`src/rtl/divcfg_loader.sv`:
```
module divcfg_loader #(
  parameter int MW = 9,
  parameter int NW = 2
) (
  input  logic          clk,
  input  logic          rst_n,
  input  logic          par_load,
  input  logic [MW-1:0] par_m,
  input  logic [NW-1:0] par_n,
  input  logic          ser_clk,
  input  logic          ser_dat,
  input  logic          ser_strobe,
  input  logic          fb_clk,
  input  logic          syn_clk,
  output logic [MW-1:0] m_val,
  output logic [NW-1:0] n_val,
  output logic [1:0]    t_val,
  output logic [1:0]    test_sel,
  output logic          test_out
);
  localparam int FW = MW + NW + 3;
  localparam int IW = MW + NW + 4;

  logic [IW-1:0] raw, meta, syn;
  logic          pl_s, sclk_s, sdat_s, sld_s, sclk_p, par_mode;
  logic [MW-1:0] m_s;
  logic [NW-1:0] n_s;
  logic [FW-1:0] sr, sr_nx;

  assign raw = {par_load, ser_clk, ser_dat, ser_strobe, par_n, par_m};
  assign {pl_s, sclk_s, sdat_s, sld_s, n_s, m_s} = syn;

  assign sr_nx = (pl_s && sclk_s && !sclk_p) ? {sr[FW-2:0], sdat_s} : sr;

  always_ff @(posedge clk or negedge rst_n) begin
    if (!rst_n) begin
      meta     <= '0;
      syn      <= '0;
      sclk_p   <= 1'b0;
      sr       <= '0;
      m_val    <= '0;
      n_val    <= '0;
      t_val    <= '0;
      par_mode <= 1'b1;
    end else begin
      meta   <= raw;
      syn    <= meta;
      sclk_p <= sclk_s;
      sr     <= sr_nx;
      if (!pl_s) begin
        m_val    <= m_s;
        n_val    <= n_s;
        par_mode <= 1'b1;
      end else if (sld_s) begin
        m_val    <= sr_nx[MW-1:0];
        n_val    <= sr_nx[MW+NW-1:MW];
        t_val    <= sr_nx[FW-1:FW-2];
        par_mode <= 1'b0;
      end
    end
  end

  assign test_sel = par_mode ? 2'b00 : t_val;

  always_comb begin
    case (test_sel)
      2'b01:   test_out = ser_dat;
      2'b10:   test_out = fb_clk;
      2'b11:   test_out = syn_clk;
      default: test_out = 1'b0;
    endcase
  end
endmodule

```
`config.mk`:
```
export PLATFORM = sky130hd
export DESIGN_NAME = divcfg_loader
export DESIGN_NICKNAME = d
export VERILOG_FILES = /design/src/rtl/divcfg_loader.sv
export SDC_FILE = /design/constraint.sdc
export NUM_CORES = 1
export LEC_CHECK = 0
export ABC_AREA = 1
export BUFFER_PORTS_ARGS = -buffer_cell sky130_fd_sc_hd__buf_2
export CAP_MARGIN = 20
export CORE_ASPECT_RATIO = 0.9
export CORE_MARGIN = 2
export CORE_UTILIZATION = 40
export CTS_CLUSTER_DIAMETER = 80
export DETAILED_ROUTE_END_ITERATION = 8
export GPL_ROUTABILITY_DRIVEN = 0
export HOLD_SLACK_MARGIN = 0.05
export PLACE_DENSITY = 0.67
export SLEW_MARGIN = 20
export SYNTH_ARGS = -nofsm -noshare
export SYNTH_HDL_FRONTEND = slang
export SYNTH_SLANG_ARGS = --single-unit
```
`constraint.sdc`:
```
create_clock -name clk -period 1.07 [get_ports clk]
set_input_delay 0.1605 -clock clk [delete_from_list [all_inputs] [get_ports clk]]
set_output_delay 0.1605 -clock clk [all_outputs]
set_load 0.03 [all_outputs]
```
==> results of run 1 <==
-- worst register-to-register path: stages, from the launching register on --
cell     delay, ns
dfrtp_2       0.44
buf_8         0.16
nand3_4       0.19
nand2_1       0.14
and2_4        0.18
-- cell usage after synthesis --
master and n:
clkbuf_1 1, nand2_2 1, nand2_1 64, buf_2 2, nand3_4 1, nor2_4 1
o21ai_0 2, and2_1 13, nand4_1 1, nor2_1 2, buf_6 2, nand3_1 27
dfstp_2 1, dfrtp_1 58, inv_1 33, nand2_4 1, buf_4 2
-- power by group through the flow --
| stage | Sequential [mW] | Combinational (mW) | Clock, mW |
|---|---|---|---|
| after detailed placement | 2.61 | 0.779 | 0 |
| after global routing | 2.61 | 1.35 | 2.18 |
| after floorplan | 2.72 | 0.395 | 0 |
| final | 2.59 | 1.25 | 2.00 |
| after global placement | 2.61 | 0.758 | 0 |
| after CTS | 2.59 | 1.10 | 2.04 |
-- per-layer routing --
layer	vias up	track usage	share of wire
li1	788	-	-
met2	59	0.294	0.53
met1	797	0.208	0.39
met5	-	0	0
met3	12	0.0619	0.059
met4	0	0.0722	0.023
-- state kept, by name, indices dropped and copies added, names as in the netlist --
register,flops
meta,15
syn,15
sr,14
m_val,9
n_val,2
t_val,2
par_mode,1
sclk_p,1
-- kinds of logic (layout without fill, tap and decap cells) --
| family | count (synthesis) | after routing | synth area share |
|---|---|---|---|
| flip-flops | 59 | 59 | 0.678 |
| AND/OR/NAND/NOR | 111 | 112 | 0.237 |
| buffers and inverters | 40 | 118 | 0.0804 |
| AO/OA/AOI/OAI | 2 | 2 | 0.00459 |
-- cell type report --
class,instances,area share
Inverter,33,0.0380
Timing Repair Buffer,68,0.189
Timing Repair inverter,1,0.00223
Multi-Input combinational cell,114,0.245
Sequential cell,59,0.441
Tap cell,67,0.0249
Clock inverter,6,0.0194
Clock buffer,10,0.0409
-- through the flow --
stage / TNS, ns / hold slack [ns] / power, mW / worst slack, ns / util
finish: -2.77 / 0.251 / 5.85 / -0.402 / 0.640
global route: -4.21 / 0.258 / 6.14 / -0.469 / 0.640
CTS: -2.17 / 0.250 / 5.72 / -0.421 / 0.612
detailed placement: -2.41 / 0.0675 / 3.39 / -0.150 / 0.476
global placement: -1.27 / 0.0584 / 3.37 / -0.102 / 0.476
floorplan: -0.119 / -0.135 / 3.12 / -0.119 / -
-- cell usage in the layout, fill, tap and decap left out, types with 2 or more instances in the layout --
cell type,instances
nand3_1,11
nand2_2,6
buf_2,18
nor2_4,3
dlygate4sd3_1,16
buf_4,12
buf_12,3
clkinvlp_4,6
nand3_4,3
nand2_4,16
dfrtp_1,54
buf_8,2
inv_2,5
nand2_1,43
inv_1,27
and2_4,12
clkbuf_8,10
buf_6,16
dfrtp_2,4
nand3_2,15
-- final timing paths --
path | slack (ns) | depth (start not counted) | endpoint | from
worst max-delay path | -0.40 | 4 | test_out | par_mode$_DFFE_PN1P_
worst min-delay path | 0.25 | 2 | sr[12]$_DFF_PN0_ | rst_n
worst max register to register | -0.14 | 4 | sr[9]$_DFF_PN0_ | syn[14]$_DFF_PN0_
worst min register to register | 0.34 | 0 | syn[0]$_DFF_PN0_ | meta[0]$_DFF_PN0_
max in group asynchronous | 0.33 | 3 | syn[13]$_DFF_PN0_ | rst_n
min in group clk | 0.34 | 0 | syn[0]$_DFF_PN0_ | meta[0]$_DFF_PN0_
-- what timing repair did --
item / in CTS / in global routing
setup buffers: 6 / 6
setup endpoints to repair: 37 / 43
gates resized for setup: 81 / 41
cloned: 3 / 1
pin swaps: 10 / 15
hold buffers: 16 / 0
endpoints found under the hold margin: 74 / 0
==> impl_metrics.json, run 1 <==
{
  "outcome": "complete, but fails checks",
  "failed_checks": "setup timing",
  "regArea_sq_um": 1480,
  "final_area_sq_um": 3360,
  "drive_gt1_frac": 0.471,
  "fillers": 363,
  "cts_buffer_depth": 2,
  "ys_top_cells_by_area": "dfrtp_1 (67%), nand2_1 (11%), nand3_1 (6.2%)",
  "clock_sinks": 59,
  "initial_utilization": 0.415,
  "ios": 35,
  "grt_max_degree": 37,
  "cts_tree": "yes",
  "rsz0062_at_grt": "true",
  "p_int_mw": 4.16,
  "cts.clk_slew.worst_paths_ns": 0.07,
  "combPwrFrac": 0.214,
  "clock_latency_ns": 0.33,
  "cp_top_family": "flip-flops",
  "report.final.slew_viol_count": 0,
  "dp.cells": 313,
  "cts_buffers": 9,
  "ys_warn_count": 0,
  "die_y_microns": 74.0,
  "yosys_register_bits": 59,
  "hold_viol_final": 0,
  "drc": 0,
  "cts_root_buffer": "clkbuf_8",
  "cp_num_buf_inv": 2,
  "fin_ws_ns": -0.402,
  "p_seq_frac": 0.444,
  "synth_top_cell_by_area": "dfrtp_1",
  "wl_per_cell_microns": 13.5,
  "first_pass_iters": 4,
  "ys_seq_area_frac": 0.678,
  "fin_skew_ns": 0.00851,
  "crit_fanout": 3,
  "critPathSlowestCell": "dfstp_2",
  "crit_chain": "inv_2, nand4_1, nand3_4, buf_6",
  "period_minus_slack_ns": 1.47,
  "diodes": 0,
  "p_sw_mw": 1.68,
  "finalCritPeriodShare": 1.38,
  "pwr-share-clk": 0.342,
  "first_global_vias": 1666,
  "leakage_nw": 1.74,
  "area_delta_synth_final_pct": 54.2,
  "multi_input_comb_area_sq_um": 822,
  "antenna_found_initial": 0,
  "coreArea_sq_um": 5260,
  "dp_hpwl_microns": 2570,
  "synth_top_area_frac": 0.666,
  "critical_path_class": "reg2out",
  "powerDensity_nw_per_um2": 1740,
  "io_buffers": 34,
  "ant_nets": 0,
  "final_nets": 305,
  "grt_pass1_wl_microns": 7660,
  "timing.slew.headroom": 0.799,
  "finalSetupViolations": 31,
  "std_cell_rows": 25,
  "worstPathArrival_ns": 1.31,
  "dieWidth_microns": 81.8,
  "p_sw_frac": 0.288,
  "routed_via_density": 4.63,
  "die_area_sq_um": 6060,
  "vias": 1656,
  "synthCells": 212,
  "peakVddDrop_mv": 1.36,
  "grtUsageTotal": 0.176,
  "max_stage_delay_ns": 0.60,
  "cp.required_ns": 0.91,
  "startpoint_type": "flop",
  "max_freq_mhz": 679,
  "maxCapViolCount": 0,
  "syn_nets": 231,
  "hold_class": "in2async",
  "tightest_slew_ns": 0.301,
  "end_kind": "primary output",
  "postSynthAreaPerCell_sq_um": 10.3,
  "htree_num_levels": 3,
  "synth_cell_type_count": 17,
  "placed_cell_area_sq_um": 2500,
  "synth_area_sq_um": 2180,
  "instances_no_fill": 358,
  "routed_wirelength_microns": 4850,
  "drt-initial-drc-count": 155,
  "grt-ovfl-total": 0
}
(Power assumes the default switching activity.)
==> run 2, diff against run 1 <==
SKIP_CTS_REPAIR_TIMING = 1   (was default)
==> run 2 against run 1 <==
Compared with the run above: the run still ends with setup timing left; count of clock-buffer cells in the layout unchanged; combinational power decreased by 8%; utilization decreased by 2.0 points; non-clock buffer count decreased by 5; hold slack improved by 0.0025 ns; critical path depth increased by 1; largest cell class unchanged; highest routed layer unchanged.
==> impl_metrics.json, run 2 (synthesis results as in run 1) <==
{
  "outcome": "complete, but fails checks",
  "failed_checks": "setup timing",
  "clock_latency_ns": 0.33,
  "cp_num_buf_inv": 2,
  "leakage_nw": 1.70,
  "first_global_vias": 1468,
  "clock_sinks": 59,
  "coreArea_sq_um": 5260,
  "ant_nets": 0,
  "pre_cts_ws_ns": -0.150,
  "ios": 35,
  "hold_class": "in2async",
  "dieWidth_microns": 81.8,
  "final_nets": 301,
  "routed_wirelength_microns": 4610,
  "wl_per_cell_microns": 13.0,
  "cts_tree": "yes",
  "grt_max_degree": 37,
  "hold_viol_final": 0,
  "max_freq_mhz": 686,
  "cts_buffer_depth": 2,
  "dp.cells": 313,
  "crit_fanout": 3,
  "fin_ws_ns": -0.387,
  "peakVddDrop_mv": 1.34,
  "antenna_found_initial": 0,
  "cts.clk_slew.worst_paths_ns": 0.07,
  "initial_utilization": 0.415,
  "tightest_slew_ns": 0.302,
  "drt-initial-drc-count": 121,
  "r2r_setup_slack_ns": -0.17,
  "drive_gt1_frac": 0.432,
  "crit_cells": 5,
  "end_kind": "primary output",
  "startpoint_type": "flop",
  "critical_path_class": "reg2out",
  "multi_input_comb_area_sq_um": 777,
  "report.final.slew_viol_count": 0,
  "reg_top3": "meta x15, syn x15, sr x14",
  "period_minus_slack_ns": 1.46,
  "instances_no_fill": 354,
  "max_stage_delay_ns": 0.55,
  "die_area_sq_um": 6060,
  "io_buffers": 34,
  "die_y_microns": 74.0,
  "vias": 1616,
  "diodes": 0,
  "dp_hpwl_microns": 2570,
  "crit_chain": "buf_12, nor2_4, nand3_2, nand3_4, buf_6",
  "cp.required_ns": 0.91,
  "utilization": 0.620,
  "htree_num_levels": 3,
  "timing.slew.headroom": 0.799,
  "fin_skew_ns": 0.00741,
  "rsz0062_at_grt": "true",
  "final_cell_mix": "dfrtp_1 (53), nand2_1 (51), inv_1 (28), buf_2 (20), dlygate4sd3_1 (16)",
  "finalSetupViolations": 32,
  "cts_buffers": 9,
  "cts_root_buffer": "clkbuf_8",
  "drc": 0,
  "grt_pass1_wl_microns": 6520,
  "powerDensity_nw_per_um2": 1770,
  "routed_via_density": 4.56,
  "cp_top_family": "flip-flops",
  "fillers": 407,
  "std_cell_rows": 25,
  "regArea_sq_um": 1480,
  "area_delta_synth_final_pct": 49.5,
  "maxCapViolCount": 0,
  "finalCritPeriodShare": 1.36,
  "worst_r2r_path_depth": 5,
  "critPathSlowestCell": "dfstp_2",
  "grt-ovfl-total": 0,
  "grtUsageTotal": 0.148,
  "layout_commonest_cell": "dfrtp_1",
  "worstPathArrival_ns": 1.30,
  "first_pass_iters": 4
}
-- run 2: changes by cell type in the layout (fill, tap and decap cells not counted), moves of 2 or more --
| cell | previous run | this run |
|---|---|---|
| nand2_1 | 43 | 51 |
| nand2_2 | 6 | 0 |
| buf_6 | 16 | 13 |
| buf_2 | 18 | 20 |
| buf_4 | 12 | 10 |
| buf_8 | 2 | 0 |
| inv_2 | 5 | 3 |
-- run 2: per-layer routing --
metal | track usage | up-vias | wire [microns]
met5 | 0 | - | 0
met4 | 0.0667 | 0 | 71
met3 | 0.0583 | 8 | 222
met2 | 0.230 | 44 | 2400
met1 | 0.185 | 782 | 1910
li1 | - | 782 | -
-- run 2: through the flow --
| step | hold slack [ns] | power (mW) | cell area, sq um | TNS, ns |
|---|---|---|---|---|
| 2_1_floorplan | -0.135 | 3.12 | 2220 | -0.119 |
| 3_3_place_gp | 0.0584 | 3.37 | 2500 | -1.27 |
| 3_5_place_dp | 0.0675 | 3.39 | 2500 | -2.41 |
| 4_1_cts | -0.285 | 5.39 | 2700 | -3.73 |
| 5_1_grt | 0.257 | 6.05 | 3260 | -6.36 |
| 6_report | 0.253 | 5.76 | 3260 | -4.88 |
-- run 2: power breakdown --
part | total (mW) | internal, mW | switching [mW]
Clock | 2.00 | 1.13 | 0.872
Sequential | 2.60 | 2.47 | 0.134
Combinational | 1.15 | 0.519 | 0.636
-- run 2: final timing paths --
| kind | startpoint | end |
|---|---|---|
| max in group asynchronous | rst_n | syn[13]$_DFF_PN0_ |
| worst max-delay path | par_mode$_DFFE_PN1P_ | test_out |
| worst min-delay path | rst_n | sr[12]$_DFF_PN0_ |
| worst min register to register | meta[0]$_DFF_PN0_ | syn[0]$_DFF_PN0_ |
| min in group clk | meta[0]$_DFF_PN0_ | syn[0]$_DFF_PN0_ |
| worst max register to register | syn[14]$_DFF_PN0_ | sr[10]$_DFF_PN0_ |
-- run 2: layout make-up --
cell class,instances,area share
well taps,67,0.0257
clock buffers,10,0.0422
clock inverters,6,0.0200
multi-input cells,114,0.238
repair buffers,63,0.174
repair inverters,2,0.00384
inverters,33,0.0403
flip-flops and latches,59,0.455
==> run 3, diff against run 2 <==
CAP_MARGIN = default   (was 20)
CELL_PAD_IN_SITES_DETAIL_PLACEMENT = 0   (was default)
CELL_PAD_IN_SITES_GLOBAL_PLACEMENT = 2   (was default)
CORE_UTILIZATION = 31   (was 40)
PLACE_DENSITY = 0.78   (was 0.67)
SLEW_MARGIN = default   (was 20)
==> run 3 against run 2 <==
Compared with the run above: the run still ends with setup timing left; die area grew 27%; design area increased by 5.3%; setup slack worse by 0.012 ns; clock power grew 10%; clock skew rose by 0.0016 ns; combinational power is 9% higher; via count fell by 2.0%; utilization shrank 11 points; sequential power is essentially flat; cell count is 8.5% higher; routed wire length up 0.11%; maximum frequency decreased by 0.84%; critical path type unchanged; critical endpoint unchanged; largest power group unchanged.
==> impl_metrics.json, run 3 (synthesis results as in run 1) <==
{
  "tightest_slew_ns": 0.342,
  "routed_via_density": 4.13,
  "final_nets": 308,
  "maxCapViolCount": 0,
  "end_kind": "primary output",
  "clock_sinks": 59,
  "utilization": 0.513,
  "fin_skew_ns": 0.00899,
  "grt_pass1_wl_microns": 6690,
  "final_cell_mix": "dfrtp_1 (54), nand2_1 (40), inv_1 (29), buf_2 (18), buf_6 (18)",
  "grt-ovfl-total": 0,
  "grt_max_degree": 30,
  "die_y_microns": 83.5,
  "leakage_nw": 1.77,
  "dp.cells": 340,
  "finalSetupViolations": 32,
  "diodes": 0,
  "reg_top3": "meta x15, syn x15, sr x14",
  "hold_class": "in2async",
  "r2r_setup_slack_ns": -0.14,
  "drc": 0,
  "dp_hpwl_microns": 2740,
  "first_global_vias": 1351,
  "drt-initial-drc-count": 43,
  "ant_nets": 0,
  "report.final.slew_viol_count": 0,
  "outcome": "complete, but fails checks",
  "first_pass_iters": 4,
  "dieWidth_microns": 92.4,
  "initial_utilization": 0.326,
  "std_cell_rows": 28,
  "finalCritPeriodShare": 1.37,
  "vias": 1584,
  "startpoint_type": "flop",
  "htree_num_levels": 3,
  "timing.slew.headroom": 0.772,
  "area_delta_synth_final_pct": 57.5,
  "cts_buffer_depth": 2,
  "clock_latency_ns": 0.34,
  "failed_checks": "setup timing",
  "crit_fanout": 3,
  "cp.required_ns": 0.91,
  "routed_wirelength_microns": 4610,
  "drive_gt1_frac": 0.476,
  "cts_root_buffer": "clkbuf_8",
  "ios": 35,
  "wl_per_cell_microns": 12.0,
  "peakVddDrop_mv": 1.07,
  "fillers": 588,
  "instances_no_fill": 384,
  "max_freq_mhz": 681,
  "rsz0062_at_grt": "true",
  "powerDensity_nw_per_um2": 1760,
  "antenna_found_initial": 0,
  "layout_commonest_cell": "dfrtp_1",
  "critical_path_class": "reg2out",
  "die_area_sq_um": 7720,
  "cts_tree": "yes",
  "cts.clk_slew.worst_paths_ns": 0.06,
  "hold_viol_final": 0,
  "grtUsageTotal": 0.116,
  "coreArea_sq_um": 6690,
  "period_minus_slack_ns": 1.47,
  "worstPathArrival_ns": 1.31,
  "cts_buffers": 9,
  "io_buffers": 34,
  "fin_ws_ns": -0.399
}
run 3: changes by cell type in the layout (fill, tap and decap cells not counted), moves of 2 or more:
cell,previous run,this run
buf_6,13,18
buf_4,10,14
clkinv_4,0,2
clkinvlp_4,7,3
nand2_4,15,17
buf_2,20,18
nand2_1,51,40
nand2_2,0,9
run 3: layout make-up:
class	count	area [sq um]	share of cell area
Clock buffer	10	128	0.0372
Clock inverter	6	90.1	0.0262
Inverter	33	128	0.0372
Multi-Input combinational cell	114	821	0.239
Sequential cell	59	1480	0.432
Tap cell	90	113	0.0328
Timing Repair Buffer	71	663	0.193
Timing Repair inverter	1	7.51	0.00219
run 3: routing by layer:
metal	vias up	GRT usage	wire (microns)
met1	753	0.156	2100
met3	6	0.0641	191
met5	-	0	0
li1	794	-	-
met4	0	0.0448	47
met2	31	0.155	2270
run 3: through the flow:
| stage | worst slack [ns] | setup TNS, ns | power [mW] | instance area, sq um | hold WS [ns] |
|---|---|---|---|---|---|
| after floorplan | -0.119 | -0.119 | 3.12 | 2220 | -0.135 |
| after global placement | -0.0919 | -1.52 | 3.41 | 2580 | 0.0761 |
| after detailed placement | -0.106 | -2.12 | 3.41 | 2580 | 0.0818 |
| after CTS | -0.470 | -3.93 | 5.65 | 2800 | -0.288 |
| after global routing | -0.453 | -5.45 | 6.37 | 3430 | 0.280 |
| final | -0.399 | -3.69 | 6.04 | 3430 | 0.255 |
run 3: where the power goes:
group	switching [mW]	internal, mW	leakage [nW]
clock	0.883	1.31	0.106
combinational	0.662	0.588	0.983
sequential	0.129	2.47	0.684
total	1.67	4.37	1.77
run 3: worst paths after layout:
kind,from,end,cells after the start
worst max-delay path,par_mode$_DFFE_PN1P_,test_out,4
worst max register to register,syn[14]$_DFF_PN0_,sr[4]$_DFF_PN0_,4
max in group asynchronous,rst_n,m_val[0]$_DFFE_PN0P_,3
min in group clk,meta[6]$_DFF_PN0_,syn[6]$_DFF_PN0_,0
worst min-delay path,rst_n,meta[13]$_DFF_PN0_,2
worst min register to register,meta[6]$_DFF_PN0_,syn[6]$_DFF_PN0_,0
run 3: worst max-delay path, cell delays in order (launching register included):
cell and delay (ns):
dfstp_2 0.60, inv_2 0.05, nand4_1 0.11, nand3_4 0.08
buf_6 0.14
